===== src/rtl/can_sr_pkg.sv =====
package can_sr_pkg;

   // Bit position of the soft-reset control inside the main control register
   localparam int SR_BIT_POS = 0;

   // Variant selector for the configuration write-enable path
   typedef enum logic {
      CFG_WE_COMB = 1'b0,
      CFG_WE_FLOP = 1'b1
   } cfg_we_mode_e;

   function automatic int cnt_width(input int limit);
      return (limit < 2) ? 1 : $clog2(limit + 1);
   endfunction

endpackage


===== src/rtl/csr_ctl_reg.sv =====
module csr_ctl_reg #(
   parameter int ADDR_W   = 5,
   parameter int DATA_W   = 8,
   parameter int CTL_ADDR = 0
) (
   input  logic              clk,
   input  logic              rst_n,
   input  logic              wr,
   input  logic [ADDR_W-1:0] addr,
   input  logic [DATA_W-1:0] wdata,
   output logic              soft_rst,
   output logic [DATA_W-1:0] ctl_q,
   output logic              abort_pulse
);
   import can_sr_pkg::*;

   localparam logic [ADDR_W-1:0] CTL_A = ADDR_W'(CTL_ADDR);

   logic              sr_q;
   logic              abort_q;
   logic [DATA_W-1:1] bits_q;
   logic              ctl_hit;

   assign ctl_hit = wr && (addr == CTL_A);

   always_ff @(posedge clk or negedge rst_n) begin
      if (!rst_n) begin
         sr_q    <= 1'b1;
         bits_q  <= '0;
         abort_q <= 1'b0;
      end else begin
         abort_q <= 1'b0;
         if (ctl_hit) begin
            if (sr_q) begin
               // leaving soft reset: every other bit of the access is dropped
               if (!wdata[SR_BIT_POS])
                  sr_q <= 1'b0;
            end else if (wdata[SR_BIT_POS]) begin
               sr_q    <= 1'b1;
               bits_q  <= '0;
               abort_q <= 1'b1;
            end else begin
               bits_q <= wdata[DATA_W-1:1];
            end
         end
      end
   end

   assign soft_rst    = sr_q;
   assign abort_pulse = abort_q;
   assign ctl_q       = {bits_q, sr_q};

   AST_CTL_HELD_IN_SR: assert property (@(posedge clk) disable iff (!rst_n)
      sr_q |-> (bits_q == '0));
   AST_ABORT_ON_ENTRY: assert property (@(posedge clk) disable iff (!rst_n)
      abort_q |-> (sr_q && !$past(sr_q)));
   AST_ABORT_ONE_CYCLE: assert property (@(posedge clk) disable iff (!rst_n)
      abort_q |=> !abort_q);

endmodule


===== src/rtl/csr_run_cnt.sv =====
module csr_run_cnt #(
   parameter int RUN_LEN = 11
) (
   input  logic clk,
   input  logic rst_n,
   input  logic clr,
   input  logic stb,
   input  logic rec,
   output logic run_done
);
   import can_sr_pkg::*;

   localparam int            CW   = cnt_width(RUN_LEN);
   localparam logic [CW-1:0] LAST = CW'(RUN_LEN - 1);

   logic [CW-1:0] cnt_q;

   assign run_done = !clr && stb && rec && (cnt_q == LAST);

   always_ff @(posedge clk or negedge rst_n) begin
      if (!rst_n)
         cnt_q <= '0;
      else if (clr)
         cnt_q <= '0;
      else if (stb) begin
         if (!rec || (cnt_q == LAST))
            cnt_q <= '0;
         else
            cnt_q <= cnt_q + 1'b1;
      end
   end

   AST_RUN_BOUND: assert property (@(posedge clk) disable iff (!rst_n)
      cnt_q <= LAST);
   AST_DOMINANT_CLEARS: assert property (@(posedge clk) disable iff (!rst_n)
      (stb && !rec) |=> (cnt_q == '0));
   AST_RUN_IDLE_NO_STB: assert property (@(posedge clk) disable iff (!rst_n)
      (!stb && !clr) |=> $stable(cnt_q));

endmodule


===== src/rtl/csr_bof_cnt.sv =====
module csr_bof_cnt #(
   parameter int BOF_RUNS = 128
) (
   input  logic clk,
   input  logic rst_n,
   input  logic clr,
   input  logic run_done,
   input  logic bus_off,
   output logic bof_done
);
   import can_sr_pkg::*;

   localparam int            CW   = cnt_width(BOF_RUNS);
   localparam logic [CW-1:0] LAST = CW'(BOF_RUNS - 1);

   logic [CW-1:0] cnt_q;
   logic          adv;

   assign adv      = !clr && run_done && bus_off;
   assign bof_done = adv && (cnt_q == LAST);

   always_ff @(posedge clk or negedge rst_n) begin
      if (!rst_n)
         cnt_q <= '0;
      else if (clr || bof_done)
         cnt_q <= '0;
      else if (adv)
         cnt_q <= cnt_q + 1'b1;
   end

   AST_BOF_BOUND: assert property (@(posedge clk) disable iff (!rst_n)
      cnt_q <= LAST);
   AST_BOF_ONLY_ON_RUN: assert property (@(posedge clk) disable iff (!rst_n)
      (!run_done && !clr) |=> $stable(cnt_q));
   AST_BOF_CLEARED: assert property (@(posedge clk) disable iff (!rst_n)
      clr |=> (cnt_q == '0));

endmodule


===== src/rtl/csr_cfg_decode.sv =====
module csr_cfg_decode #(
   parameter int ADDR_W    = 5,
   parameter int CFG_FIRST = 1,
   parameter int CFG_LAST  = 20
) (
   input  logic              wr,
   input  logic [ADDR_W-1:0] addr,
   input  logic              window_open,
   output logic              we
);
   localparam logic [ADDR_W-1:0] LO = ADDR_W'(CFG_FIRST);
   localparam logic [ADDR_W-1:0] HI = ADDR_W'(CFG_LAST);

   logic in_range;

   assign in_range = (addr >= LO) && (addr <= HI);
   assign we       = wr && in_range && window_open;

endmodule


===== src/rtl/can_softrst_ctrl.sv =====
module can_softrst_ctrl #(
   parameter int ADDR_W     = 5,
   parameter int DATA_W     = 8,
   parameter int CTL_ADDR   = 0,
   parameter int CFG_FIRST  = 1,
   parameter int CFG_LAST   = 20,
   parameter int RUN_LEN    = 11,
   parameter int BOF_RUNS   = 128,
   parameter bit CFG_WE_REG = 1'b0
) (
   input  logic              clk,
   input  logic              rst_n,
   input  logic              host_wr,
   input  logic [ADDR_W-1:0] host_addr,
   input  logic [DATA_W-1:0] host_wdata,
   input  logic              bit_stb,
   input  logic              bus_bit,
   input  logic              bus_off,
   output logic              soft_rst,
   output logic [DATA_W-1:0] ctl_q,
   output logic              regs_hold,
   output logic              cfg_we,
   output logic              abort_pulse,
   output logic              synced,
   output logic              sync_pulse,
   output logic              bof_done_pulse
);
   import can_sr_pkg::*;

   localparam cfg_we_mode_e WE_MODE = CFG_WE_REG ? CFG_WE_FLOP : CFG_WE_COMB;

   // elaboration-time parameter checks
   if (DATA_W < 2) begin : g_bad_data_w
      $error("DATA_W must be at least 2");
   end
   if (RUN_LEN < 2) begin : g_bad_run_len
      $error("RUN_LEN must be at least 2");
   end
   if (BOF_RUNS < 1) begin : g_bad_bof_runs
      $error("BOF_RUNS must be at least 1");
   end
   if (CFG_FIRST > CFG_LAST || CFG_LAST >= (1 << ADDR_W)) begin : g_bad_cfg_range
      $error("configuration window does not fit the address space");
   end
   if (CTL_ADDR >= CFG_FIRST && CTL_ADDR <= CFG_LAST) begin : g_bad_ctl_addr
      $error("CTL_ADDR overlaps the configuration window");
   end

   logic sr_w;
   logic run_done_w;
   logic bof_done_w;
   logic cnt_clr;
   logic sync_evt;
   logic synced_q;
   logic sync_pulse_q;
   logic bof_pulse_q;
   logic cfg_we_raw;

   csr_ctl_reg #(
      .ADDR_W   (ADDR_W),
      .DATA_W   (DATA_W),
      .CTL_ADDR (CTL_ADDR)
   ) u_ctl (
      .clk         (clk),
      .rst_n       (rst_n),
      .wr          (host_wr),
      .addr        (host_addr),
      .wdata       (host_wdata),
      .soft_rst    (sr_w),
      .ctl_q       (ctl_q),
      .abort_pulse (abort_pulse)
   );

   assign cnt_clr = sr_w || synced_q;

   csr_run_cnt #(
      .RUN_LEN (RUN_LEN)
   ) u_run (
      .clk      (clk),
      .rst_n    (rst_n),
      .clr      (cnt_clr),
      .stb      (bit_stb),
      .rec      (bus_bit),
      .run_done (run_done_w)
   );

   csr_bof_cnt #(
      .BOF_RUNS (BOF_RUNS)
   ) u_bof (
      .clk      (clk),
      .rst_n    (rst_n),
      .clr      (cnt_clr),
      .run_done (run_done_w),
      .bus_off  (bus_off),
      .bof_done (bof_done_w)
   );

   assign sync_evt = (run_done_w && !bus_off) || bof_done_w;

   always_ff @(posedge clk or negedge rst_n) begin
      if (!rst_n) begin
         synced_q     <= 1'b0;
         sync_pulse_q <= 1'b0;
         bof_pulse_q  <= 1'b0;
      end else begin
         sync_pulse_q <= sync_evt;
         bof_pulse_q  <= bof_done_w;
         if (sr_w)
            synced_q <= 1'b0;
         else if (sync_evt)
            synced_q <= 1'b1;
      end
   end

   csr_cfg_decode #(
      .ADDR_W    (ADDR_W),
      .CFG_FIRST (CFG_FIRST),
      .CFG_LAST  (CFG_LAST)
   ) u_cfg (
      .wr          (host_wr),
      .addr        (host_addr),
      .window_open (sr_w),
      .we          (cfg_we_raw)
   );

   if (WE_MODE == CFG_WE_FLOP) begin : g_we_flop
      logic we_q;
      always_ff @(posedge clk or negedge rst_n) begin
         if (!rst_n) we_q <= 1'b0;
         else        we_q <= cfg_we_raw;
      end
      assign cfg_we = we_q;
   end else begin : g_we_comb
      assign cfg_we = cfg_we_raw;
   end

   assign soft_rst       = sr_w;
   assign regs_hold      = sr_w;
   assign synced         = synced_q && !sr_w;
   assign sync_pulse     = sync_pulse_q;
   assign bof_done_pulse = bof_pulse_q;

   AST_CFG_ONLY_IN_SR: assert property (@(posedge clk) disable iff (!rst_n)
      cfg_we |-> soft_rst);
   AST_SYNC_PULSE_ONE: assert property (@(posedge clk) disable iff (!rst_n)
      sync_pulse |=> !sync_pulse);
   AST_SYNC_PULSE_SETS: assert property (@(posedge clk) disable iff (!rst_n)
      sync_pulse |-> synced);
   AST_BOF_WITH_SYNC: assert property (@(posedge clk) disable iff (!rst_n)
      bof_done_pulse |-> sync_pulse);
   AST_SR_UNSYNCS: assert property (@(posedge clk) disable iff (!rst_n)
      $rose(soft_rst) |-> !synced);

endmodule


===== config.mk =====
export PLATFORM = sky130hd
export DESIGN_NAME = can_softrst_ctrl
export DESIGN_NICKNAME = d
export VERILOG_FILES = /design/src/rtl/can_sr_pkg.sv /design/src/rtl/csr_ctl_reg.sv /design/src/rtl/csr_run_cnt.sv /design/src/rtl/csr_bof_cnt.sv /design/src/rtl/csr_cfg_decode.sv /design/src/rtl/can_softrst_ctrl.sv
export SDC_FILE = /design/constraint.sdc
export NUM_CORES = 1
export LEC_CHECK = 0
export ABC_CLOCK_PERIOD_IN_PS = 2400
export CORE_MARGIN = 1.5
export CORE_UTILIZATION = 47
export CTS_CLUSTER_SIZE = 20
export DETAILED_ROUTE_END_ITERATION = 10
export PLACE_DENSITY_LB_ADDON = 0.3
export SYNTH_ARGS = -nofsm -noshare
export SYNTH_HDL_FRONTEND = slang
export SYNTH_SLANG_ARGS = --single-unit

===== constraint.sdc =====
create_clock -name clk -period 2.4 [get_ports clk]
set_clock_uncertainty 0.2 [all_clocks]
set_input_delay 0.48 -clock clk [delete_from_list [all_inputs] [get_ports clk]]
set_output_delay 0.48 -clock clk [all_outputs]
set_load 0.005 [all_outputs]

Yosys cells after proc, flatten, opt, wreduce, memory -nomap -nowiden --
Index checks and enable logic that the tools add are counted.
Word-level totals: register bits after elaboration 24, output and inout port bits 15, word-level logic and storage cells 51
Cells by class: $add $sub $neg 2, order comparisons 2, equal/unequal tests 2, muxes and demuxes 11, bitwise gates (word level) 1, reduce and logical (&&, ||, !) cells 25
Operator list (count):
- $mux 8 | 2
- $logic_and 1x1->1 | 12
- $mux 4 | 3
- $add 8x1->8 const B | 1
- $eq 8x7->1 const B | 1
- $mux 7 | 1
- $reduce_bool 2->1 | 3
- $ge 5x1->1 const B | 1
- $le 5x5->1 const B | 1
- $logic_not 5->1 | 1
- $mux 1 | 5
- $add 4x1->4 const B | 1
- $eq 4x4->1 const B | 1
- $logic_not 1->1 | 4
- $logic_or 1x1->1 | 4
- $reduce_and 2->1 | 1
- $not 1->1 | 1

Logic depth before layout (Yosys ltp) --
depth after elaboration 11, depth in mapped cells 6, gate-level depth less buffers 6

Modules after synthesis --
Synthesis repeated with hierarchy kept, for this count alone.
Second synthesis, totals: cells, all modules 120, area, all modules 1257.5 sq um
By module, submodules not included:
- csr_bof_cnt | instances 1, cells each 48, area an instance 445.4 sq um
- csr_ctl_reg | instances 1, cells each 30, area an instance 414.1 sq um
- csr_run_cnt | instances 1, cells each 27, area an instance 240.2 sq um
- can_softrst_ctrl | instances 1, cells each 10, area an instance 127.6 sq um
- csr_cfg_decode | instances 1, cells each 5, area an instance 30.0 sq um

Worst setup path before layout --
Ideal clock, no wire load.
path type in2reg, start in host_addr[1], end reg u_ctl.bits_q[1] (netlist name), setup time 0.125 ns, data arrival time 1.916 ns, required time 2.075 ns, slack 0.158 ns, stages 4, buffers on the path 0, cells stage by stage or4_4 > or3b_4 > nor2_8 > mux2_4
Between the ends: cells in the longest elaborated chain, start to end 3
Ends and longest elaborated chain:
- start: declaration | RTL line can_softrst_ctrl.sv:14 | input logic [ADDR_W-1:0] host_addr,
- $logic_not 5->1 | RTL line csr_ctl_reg.sv:24 | assign ctl_hit = wr && (addr == CTL_A);
- $logic_and 1x1->1 | RTL line csr_ctl_reg.sv:24
- $reduce_and 2->1 (no line)
- end signal: assignment | RTL line csr_ctl_reg.sv:43 | bits_q <= wdata[DATA_W-1:1];
- end: declaration | RTL line csr_ctl_reg.sv:21 | logic [DATA_W-1:1] bits_q;
No other way between the ends. A chain may end at the register's enable or synchronous reset.

Final worst setup path --
start in host_addr[2], end out cfg_we
Between the ends: cells in the longest elaborated chain, start to end 4
Ends and longest elaborated chain:
- $ge 5x1->1 or $le 5x5->1 (tied branches) | RTL line csr_cfg_decode.sv:16 | assign in_range = (addr >= LO) && (addr <= HI);
- $logic_and 1x1->1 (*) | RTL line csr_cfg_decode.sv:16
- $logic_and 1x1->1 (*) (2 in a row) | RTL line csr_cfg_decode.sv:17 | assign we = wr && in_range && window_open;
- end: declaration | RTL line can_softrst_ctrl.sv:22 | output logic cfg_we,
Every way passes the cells marked *; elsewhere a longest branch is shown, timed or not.

==> reports/metrics.csv <==
stage;metric;value;unit
grt;antenna_violations_before_repair;0;
setup_path;crit_cells;4;
setup_path;crit_family;simple AND/OR/NAND/NOR gates;
setup_path;critPathBufInv;2;
final_layout;fin_cells;183;
final_layout;postLayoutCellArea;1680;um2
sta;grt_setup_unrepaired;false;
power;p_leak;0.754;nW
clock_network;cts_tree;yes;
synth;synth-warning-count;0;
route;route.detailed.vias_per_inst;5.60;
route;drt-wirelength-per-cell;14.5;um
setup_path;critical_path.reg2reg.endpoint;u_bof.cnt_q[7];
final_layout;layout.cells.most_common_list;28 x clkdlybuf4s50_1, 23 x dfrtp_1, 10 x nor2b_1;
die;design.core.area;2520;um2
setup_path;regToRegSetupSlack;510;ps
synth;synth.net_count;138;
sta;timing.final.setup_violations;0;
setup_path;path_cells;dlygate4sd2_1 > or4_4 > o2111a_1 > buf_2;
placed_design;hpwl_dp;2020;um
status;outcome;complete, no violations;
placed_design;buffer_ports.inserted;33;
placed_design;placed_cells;179;
sta;clock.fmax;430;MHz
synth;yosysSeqAreaShare;47.5;%
setup_path;endpoint_kind;output port;
run;maximum_capacitance_violations;0;
synth;synth_seq_cells;24;
die;die_area;3010;um2
sta;drv_slew;0;
setup_path;crit_path_start;host_addr[2];
setup_path;r2r.worst_path.cells;5;
clock_network;path_clk_slew;140;ps
clock_network;clock_latency;320;ps
clock_network;root_buffer;clkbuf_4;
setup_path;critPathKind;in2out;
synth;netlist_instances;116;
grt;grt_pass1_vias;908;
sta;worst_slew_margin_rel;62.5;%
synth;synth_area_leaders;dfrtp_1 45%, mux2_4 8.3%, nor2b_1 4.9%, nand3_1 3.2%, ha_1 3.0%;
grt;use_met1;23.6;%
min_path;min-delay-path-class;in2async;
synth;synth-main-ff-cell;dfrtp_1;
final_layout;total_inserted_antenna_cells;0;
setup_path;arrival;1640;ps
grt;grtUsageMet3;3.23;%
setup_path;setup.worst_path.end;cfg_we;
clock_network;htree_depth;1;
synth;number_of_synthesized_flops_with_an_enable_pin;0;
synth;syn-mean-instance-area;10.9;um2
synth;yosysUniqueCellTypes;36;
clock_network;cts_post_setup_buffers_inserted;0;
setup_path;crit_path_top_delay_cell;or4_4;
placed_design;detailed_place.area;1640;um2
power;peakVddDrop;0.420;mV
sta;worst-slew-pin-transition;561;ps
route;detailedRoute.firstPassIterationCount;4;
clock_network;clock_path_buffers;2;
die;rows;18;
sta;final_min_period_over_clock_period;96.9;%
sta;final_layout_setup_total_negative_slack;0;ps
placed_design;gpl.final_weighted_congestion;0.809;
grt;grt_pass1_wl;4000;um
grt;total_track_usage;19.0;%
synth;synth.largest_area_cell;dfrtp_1;
die;floorplan.die.height;54.9;um
grt;most_used_layer_global_route;met2;
synth;synth_area;1270;um2
route;drtAntennaViolNets;0;
power;cellPowerDensity;595;nW/um2
final_layout;syn2layout_area_growth;32.8;%
final_layout;nNetsFinal;176;
setup_path;timing.critical_path.from_type;input port;
grt;grt_remaining_overflow;0;
sta;finalHoldViolations;0;
route;initialDrtViolationCount;10;
clock_network;clock_sink_count;24;
synth;yosys.area.top_type_share;45.5;%
route;detailed_route_wl;2660;um
grt;grt_max_degree;25;
route;route.detailed.drc;0;
synth;synth-async-reset-ratio;100;%
sta;timing.final.crit_period;2320;ps
final_layout;leading_cell_type_in_the_layout_fill_and_taps_excluded;clkdlybuf4s50_1;
setup_path;critPathRequiredTime;1720;ps
route;number_of_vias_after_detailed_routing;1024;
setup_path;critical_path_peak_fanout;2;
final_layout;n_fill_cell;227;
die;io_pins;34;
grt;gr_util_met2;32.7;%
die;floorplan.die.width;54.9;um
clock_network;clock_buffers_created_by_tritoncts;3;
die;effective_utilization_at_floorplan;50.2;%
final_layout;drive_above_1_share;18.3;%
sta;hold_slack;300;ps
setup_path;critical_path.reg2reg.startpoint;u_ctl.soft_rst;
setup_path;critical-path-max-stage-delay;540;ps
==> cells by family after synthesis <==
family / synth area share (%)
flops: 47.5
buf+inv: 2.57
mux: 10.8
compound gates: 7.90
simple gates: 26.9
fa+ha+maj: 2.96
xor+xnor: 1.38
==> how the worst min path moves through the flow <==
stage	to	slack (ps)
3_5_place_dp	u_ctl.bits_q[7]	300
3_3_place_gp	u_ctl.bits_q[7]	300
5_1_grt	u_run.cnt_q[2]	330
4_1_cts	u_run.cnt_q[0]	290
6_report	u_run.cnt_q[2]	300
2_1_floorplan	bof_done_pulse	-20
==> stage by stage <==
step | util, % | power (W) | worst slack [ps]
floorplan | - | 0.000605 | 158
global placement | 65.0 | 0.000707 | -386
detailed placement | 65.0 | 0.000720 | -422
CTS | 66.7 | 0.00102 | 64.9
global route | 66.7 | 0.00106 | 9.71
finish | 66.7 | 0.00100 | 75.3
==> cell usage after synthesis, drive strengths merged (2+ instances only) <==
library cell and n:
buf 3, ha 3, dfrtp 23, nand4 7, inv 2, or2 4
nor2 7, nand3 8, nor3 2, nor2b 10, nand2 8, mux2 8
or3 3, o21a 3, a31oi 3, o21ai 5, mux2i 2
==> sequential cells by signal (all words and copies together), names as in the netlist <==
signal and cells:
synced_q 1, u_ctl.bits_q 7, sync_pulse 1, u_run.cnt_q 4
bof_done_pulse 1, u_ctl.soft_rst 1, u_bof.cnt_q 8, u_ctl.abort_pulse 1
==> area by class of cell <==
type / instances / area [um2] / share of cell area [%]
clock inverters: 1 / 30.0 / 1.79
multi-input cells: 86 / 632 / 37.6
clock buffers: 3 / 22.5 / 1.34
inverters: 2 / 7.51 / 0.446
well taps: 30 / 37.5 / 2.23
repair buffers: 37 / 350 / 20.8
flip-flops and latches: 24 / 602 / 35.8
==> where the power goes <==
group / internal [W] / switching [W]
Combinational: 0.000127 / 0.0000789
Clock: 0.000169 / 0.000126
Sequential: 0.000447 / 0.0000543
Total: 0.000742 / 0.000259
==> metal layers <==
metal	share of wire, %	wire [um]
met1	41	1090
met2	53	1410
met3	5.2	139
met4	0.56	15
met5	0	0
==> timing repair <==
item / 4_1_cts / 5_1_grt
endpoints found under the hold margin: 0 / 0
resized for setup: 8 / 0
hold buffers: 0 / 0
endpoints found under the setup margin: 1 / 0
Note: power is estimated with default switching activity, not from simulation.
